`src/rtl/dual_sbox_pkg.sv`:
```
package dual_sbox_pkg;

    localparam int unsigned BYTE_W = 8;
    localparam int unsigned NIB_W  = BYTE_W / 2;
    localparam int unsigned PROD_W = 2 * NIB_W - 1;

    typedef logic [BYTE_W-1:0] byte_t;
    typedef logic [NIB_W-1:0]  nib_t;
    typedef logic [BYTE_W-1:0][BYTE_W-1:0] mat8_t;

    // Tower-field element: high and low coefficient over GF(2^4).
    typedef struct packed {
        nib_t hi;
        nib_t lo;
    } tower_t;

    localparam byte_t AFF_CONST = 8'h05;
    localparam nib_t  LAMBDA    = 4'hE;

    // Basis change into the tower field; row i gives the input bits feeding output bit i.
    localparam mat8_t ISO_FWD = {8'hA0, 8'hAC, 8'hD2, 8'h70,
                                 8'h14, 8'h82, 8'h06, 8'h71};

    // Rail-selected primitives: XOR becomes XNOR and AND becomes OR on the twin.
    function automatic logic bx(input logic p, input logic q, input bit twin);
        return twin ? ~(p ^ q) : (p ^ q);
    endfunction

    function automatic logic ba(input logic p, input logic q, input bit twin);
        return twin ? (p | q) : (p & q);
    endfunction

    function automatic nib_t nib_x(input nib_t a, input nib_t b, input bit twin);
        nib_t r;
        for (int i = 0; i < NIB_W; i++) r[i] = bx(a[i], b[i], twin);
        return r;
    endfunction

    // GF(2^4) product modulo x^4+x+1.
    function automatic nib_t gf4_mul(input nib_t a, input nib_t b, input bit twin);
        logic [PROD_W-1:0] p;
        logic [PROD_W-1:0] seen;
        nib_t c;
        p    = '0;
        seen = '0;
        for (int i = 0; i < NIB_W; i++) begin
            for (int j = 0; j < NIB_W; j++) begin
                if (!seen[i+j]) begin
                    p[i+j]    = ba(a[i], b[j], twin);
                    seen[i+j] = 1'b1;
                end else begin
                    p[i+j] = bx(p[i+j], ba(a[i], b[j], twin), twin);
                end
            end
        end
        c[0] = bx(p[0], p[4], twin);
        c[1] = bx(bx(p[1], p[4], twin), p[5], twin);
        c[2] = bx(bx(p[2], p[5], twin), p[6], twin);
        c[3] = bx(p[3], p[6], twin);
        return c;
    endfunction

    // Squaring: two gates, two plain wires.
    function automatic nib_t gf4_sq(input nib_t a, input bit twin);
        nib_t c;
        c[0] = bx(a[0], a[2], twin);
        c[1] = a[2];
        c[2] = bx(a[1], a[3], twin);
        c[3] = a[3];
        return c;
    endfunction

    // Inverse as a^14 = a^2 * a^4 * a^8; zero (or all ones on the twin) is a fixed point.
    function automatic nib_t gf4_inv(input nib_t a, input bit twin);
        nib_t a2, a4, a8;
        a2 = gf4_sq(a, twin);
        a4 = gf4_sq(a2, twin);
        a8 = gf4_sq(a4, twin);
        return gf4_mul(gf4_mul(a2, a4, twin), a8, twin);
    endfunction

    // Linear map over GF(2) as gate chains; every row must select at least one bit.
    function automatic byte_t lin8(input mat8_t m, input byte_t v, input bit twin);
        byte_t r;
        logic  acc;
        bit    started;
        for (int i = 0; i < BYTE_W; i++) begin
            acc     = 1'b0;
            started = 1'b0;
            for (int j = 0; j < BYTE_W; j++) begin
                if (m[i][j]) begin
                    acc     = started ? bx(acc, v[j], twin) : v[j];
                    started = 1'b1;
                end
            end
            r[i] = acc;
        end
        return r;
    endfunction

    function automatic mat8_t aff_rows();
        mat8_t m;
        m = '0;
        for (int i = 0; i < BYTE_W; i++) begin
            m[i][(i + 2) % BYTE_W] = 1'b1;
            m[i][(i + 5) % BYTE_W] = 1'b1;
            m[i][(i + 7) % BYTE_W] = 1'b1;
        end
        return m;
    endfunction

    // Gauss-Jordan inversion over GF(2), evaluated at elaboration.
    function automatic mat8_t mat8_inv(input mat8_t m);
        mat8_t a, r;
        byte_t tmp;
        int    piv;
        a = m;
        for (int i = 0; i < BYTE_W; i++) r[i] = byte_t'(1) << i;
        for (int col = 0; col < BYTE_W; col++) begin
            piv = col;
            for (int k = BYTE_W - 1; k >= col; k--) if (a[k][col]) piv = k;
            tmp = a[col]; a[col] = a[piv]; a[piv] = tmp;
            tmp = r[col]; r[col] = r[piv]; r[piv] = tmp;
            for (int k = 0; k < BYTE_W; k++) begin
                if (k != col && a[k][col]) begin
                    a[k] = a[k] ^ a[col];
                    r[k] = r[k] ^ r[col];
                end
            end
        end
        return r;
    endfunction

    localparam mat8_t AFF_MAT = aff_rows();
    localparam mat8_t ISO_BWD = mat8_inv(ISO_FWD);

endpackage

```
`src/rtl/dsb_aff_inv.sv`:
```
module dsb_aff_inv
    import dual_sbox_pkg::*;
#(
    parameter bit TWIN = 1'b0
) (
    input  byte_t d,
    output byte_t q
);
    // The constant stays an XOR on both rails: ~v ^ k equals ~(v ^ k).
    assign q = lin8(AFF_MAT, d, TWIN) ^ AFF_CONST;
endmodule

```
`src/rtl/dsb_field_inv.sv`:
```
module dsb_field_inv
    import dual_sbox_pkg::*;
#(
    parameter bit TWIN = 1'b0
) (
    input  byte_t d,
    output byte_t q
);
    localparam nib_t LAM = TWIN ? ~LAMBDA : LAMBDA;

    tower_t t_in;
    tower_t t_out;
    nib_t   hl_sum;
    nib_t   hi_term;
    nib_t   lo_term;
    nib_t   norm;
    nib_t   norm_inv;

    assign t_in     = tower_t'(lin8(ISO_FWD, d, TWIN));
    assign hl_sum   = nib_x(t_in.hi, t_in.lo, TWIN);
    assign hi_term  = gf4_mul(gf4_sq(t_in.hi, TWIN), LAM, TWIN);
    assign lo_term  = gf4_mul(hl_sum, t_in.lo, TWIN);
    assign norm     = nib_x(hi_term, lo_term, TWIN);
    assign norm_inv = gf4_inv(norm, TWIN);
    assign t_out.hi = gf4_mul(norm_inv, t_in.hi, TWIN);
    assign t_out.lo = gf4_mul(norm_inv, hl_sum, TWIN);
    assign q        = lin8(ISO_BWD, byte_t'(t_out), TWIN);
endmodule

```
`src/rtl/dsb_path.sv`:
```
module dsb_path
    import dual_sbox_pkg::*;
#(
    parameter bit TWIN = 1'b0
) (
    input  byte_t d,
    output byte_t aff,
    output byte_t q
);
    dsb_aff_inv #(.TWIN(TWIN)) u_aff (
        .d (d),
        .q (aff)
    );

    dsb_field_inv #(.TWIN(TWIN)) u_inv (
        .d (aff),
        .q (q)
    );
endmodule

```
`src/rtl/inv_sbox_dual.sv`:
```
module inv_sbox_dual
    import dual_sbox_pkg::*;
#(
    parameter bit REG_OUT = 1'b1
) (
    input  logic       clk,
    input  logic       rst,
    input  logic [7:0] in_true,
    input  logic [7:0] in_comp,
    output logic [7:0] out_true,
    output logic [7:0] out_comp
);
    byte_t aff_t, aff_c;
    byte_t res_t, res_c;

    dsb_path #(.TWIN(1'b0)) u_true (
        .d   (in_true),
        .aff (aff_t),
        .q   (res_t)
    );

    dsb_path #(.TWIN(1'b1)) u_comp (
        .d   (in_comp),
        .aff (aff_c),
        .q   (res_c)
    );

    // the two rails stay complementary stage by stage.
    assert_aff_balance_R2: assert property (@(posedge clk) disable iff (rst)
        (in_comp == ~in_true) |-> (aff_c == ~aff_t));
    assert_res_balance_R2: assert property (@(posedge clk) disable iff (rst)
        (in_comp == ~in_true) |-> (res_c == ~res_t));
    // fixed points of the inversion stage on each rail.
    assert_zero_fix_R3: assert property (@(posedge clk) disable iff (rst)
        (aff_t == 8'h00) |-> (res_t == 8'h00));
    assert_ones_fix_R4: assert property (@(posedge clk) disable iff (rst)
        (aff_c == 8'hFF) |-> (res_c == 8'hFF));

    generate
        if (REG_OUT) begin : g_reg
            byte_t q_t, q_c;

            always_ff @(posedge clk) begin
                if (rst) begin
                    q_t <= 8'h00;
                    q_c <= 8'hFF;
                end else begin
                    q_t <= res_t;
                    q_c <= res_c;
                end
            end

            assign out_true = q_t;
            assign out_comp = q_c;

            assert_reset_pair_R6: assert property (@(posedge clk)
                rst |=> (out_true == 8'h00 && out_comp == 8'hFF));
            assert_latency_R5: assert property (@(posedge clk) disable iff (rst)
                (in_true == 8'h63) |=> (out_true == 8'h00));
            assert_out_balance_R2: assert property (@(posedge clk) disable iff (rst)
                (in_comp == ~in_true) |=> (out_comp == ~out_true));
        end else begin : g_comb
            assign out_true = res_t;
            assign out_comp = res_c;
        end
    endgenerate
endmodule

```
`config.mk`:
```
export PLATFORM = sky130hd
export DESIGN_NAME = inv_sbox_dual
export DESIGN_NICKNAME = d
export VERILOG_FILES = /design/src/rtl/dual_sbox_pkg.sv /design/src/rtl/dsb_aff_inv.sv /design/src/rtl/dsb_field_inv.sv /design/src/rtl/dsb_path.sv /design/src/rtl/inv_sbox_dual.sv
export SDC_FILE = /design/constraint.sdc
export NUM_CORES = 1
export LEC_CHECK = 0
export BUFFER_PORTS_ARGS = -buffer_cell sky130_fd_sc_hd__buf_2
export CORE_MARGIN = 2
export CORE_UTILIZATION = 65
export DETAILED_ROUTE_END_ITERATION = 10
export GPL_TIMING_DRIVEN = 0
export PLACE_DENSITY = 0.85
export SYNTH_ARGS = -nofsm -noshare
export SYNTH_HDL_FRONTEND = slang
export SYNTH_HIERARCHICAL = 1
export SYNTH_SLANG_ARGS = --single-unit
```
`constraint.sdc`:
```
create_clock -name clk -period 29.9 [get_ports clk]
set_clock_uncertainty 0.05 [all_clocks]
set_input_delay 5.98 -clock clk [delete_from_list [all_inputs] [get_ports clk]]
set_output_delay 5.98 -clock clk [all_outputs]
set_load 0.05 [all_outputs]
```
==> impl_metrics.ini <==
[synthesis]
yosysMostFrequentCell = xnor2_1
synth_top_area_share_pct = 15.5
syn_area_per_cell_um2 = 8.22
yosysSeqAreaShare_pct = 6.08
synth-edff-count = 0
yosysTopAreaCell = xnor2_1
ys_types = 77
netlist_top_cells_count = xnor2_1, nor2_1, nand2_1
synthTopCellsByArea = xnor2_1, xnor3_1, xor2_1, dfxtp_1, xor3_1
synth_cells = 641
synth_area_mm2 = 0.00527
synth_fp_nets = 675
ys.flop_type = dfxtp_1
synthArstFlopShare_pct = 0
ys_ff_latch = 16
yosysWarningCount = 6

[cts]
post_cts_buffers = 0
root_buffer = clkbuf_8
clock_sinks = 16
cts_hold_buffers = 0
cts_made_buffers = 3
cts.clk_slew.worst_paths_ns = 0.06
clockBufferDepth = 2
cts_tree = done
cts_htree_levels = 1
ctsResizeCount = 0

[route]
drc = 0
first_pass_iters = 5
antenna_left = 0
via_count = 4644
wire_per_inst_um = 14.9
via_per_inst = 5.95
drt-total-wl_mm = 11.6
drt_iter0_drc = 242

[setup_path]
path_buf_inv = 6
slowest_delay_ns = 0.62
path_max_fanout = 10
critical-path-top-delay-family = XOR/XNOR gates
crit_path_frequent_cell = ha_1
worstPathArrival_ns = 14.81
setup.worst_path.start = in_comp[6]
required_ns = 29.98
crit_type = input port to flop
crit_slowest_cell = xnor2_1
cp-start-kind = input port
critPathCaptureType = flop

[timing]
fin_ws_ns = 15.17
period_needed_ns = 14.73
finalCritPeriodShare_pct = 49.2
maxSlewHeadroom_pct = 42.8
fmax_mhz = 67.9
finalMaxSlewViolations = 0
setup_tns_ns = 0
rsz0062_at_grt = no
tightest_slew_ns = 0.852
hold_viol_final = 0
finalSetupViolCount = 0

[floorplanning]
core_area_mm2 = 0.00781
start_util_pct = 67.5
dieArea_mm2 = 0.00884
core.rowCount = 32
io_pins = 34
die_w_um = 94.0
die_h_um = 94.0

[run]
drv_cap = 0

[grt]
grt_pass1_wl_mm = 19.7
antenna_found_initial = 0
grt_start_max_net_pins = 13
grt.overflow.total = 0
track_usage_pct = 26.5
grt_pass1_vias = 4346

[placed_design]
routabilityCongestion = 0.942
dpl-instance-area_mm2 = 0.00556
pre_cts_slack_ns = 15.07
port_buffers = 33
dpl.hpwl_mm = 9.10

[finish]
seq_area_um2 = 320
drive_above_1_share_pct = 14.5
area_growth_pct = 6.60
layout.nets = 713
multi_input_area_mm2 = 0.00461
fillerInstances = 631
n_antenna_cell = 0
fin_area_mm2 = 0.00561

[min_path]
hold_path_startpoint = rst
hold_path.class = input port to flop

[run_status]
status = finished clean
## per-layer routing
| layer | global-route usage (%) | up-vias | wire [µm] |
|---|---|---|---|
| li1 | - | 2280 | - |
| met1 | 36.2 | 2178 | 5230 |
| met2 | 47.0 | 166 | 5660 |
| met3 | 1.28 | 20 | 621 |
| met4 | 4.59 | 0 | 120 |
| met5 | 0 | - | 0 |
## registers in the layout (all words and copies together) (netlist names)
name / cells
out_true: 8
out_comp: 8
## metrics by stage
step | std cells | hold WS, ns | util, %
2_1_floorplan | 641 | 6.11 | -
3_3_place_gp | 776 | 6.28 | 71.2
3_5_place_dp | 776 | 6.29 | 71.2
4_1_cts | 780 | 6.04 | 71.9
5_1_grt | 780 | 6.04 | 71.9
6_report | 780 | 6.04 | 71.9
## path summary, 6_finish.rpt
path                           to  slack, ns  cells after the start
worst min-delay path  out_true[1]       6.04                      2
worst max-delay path  out_comp[6]      15.17                     29
## cell families (layout without fill, tap and decap cells)
family	Yosys count	after routing	synth area share (%)
compound gates	104	104	13.6
xor+xnor	185	185	43.8
fa+ha+maj	16	16	3.80
buf+inv	74	111	6.44
flops	16	16	6.08
mux	23	23	4.75
simple gates	223	223	21.5
## cells in the final DEF, fill, tap and decap left out, drive strengths merged, types with 4 or more instances in the layout
cell	netlist	routed
a211oi	14	14
nand3	9	9
nor4	6	6
and2b	6	6
inv	24	24
xnor3	26	26
a21oi	22	22
o211ai	6	6
xor3	14	14
dfxtp	16	16
mux2i	17	17
or3	8	8
o21ai	18	18
nor2	62	62
o22ai	6	6
ha	16	16
and2	7	7
mux2	6	6
nor3	18	18
a2111oi	4	4
nand2	49	49
xnor2	103	103
nand2b	16	16
nor2b	14	14
buf	27	60
or2	12	12
xor2	42	42
clkbuf	21	25
## final cells by class
| type | count | share of cell area [%] |
|---|---|---|
| multi-input cells | 551 | 82.1 |
| flip-flops and latches | 16 | 5.71 |
| inverters | 26 | 1.76 |
| repair buffers | 33 | 2.94 |
| well taps | 102 | 2.27 |
| clock buffers | 4 | 0.981 |
| plain buffers | 48 | 4.28 |
Power is not shown: default switching activity piles up to over one toggle a cycle in this logic, so the estimate is an artifact.
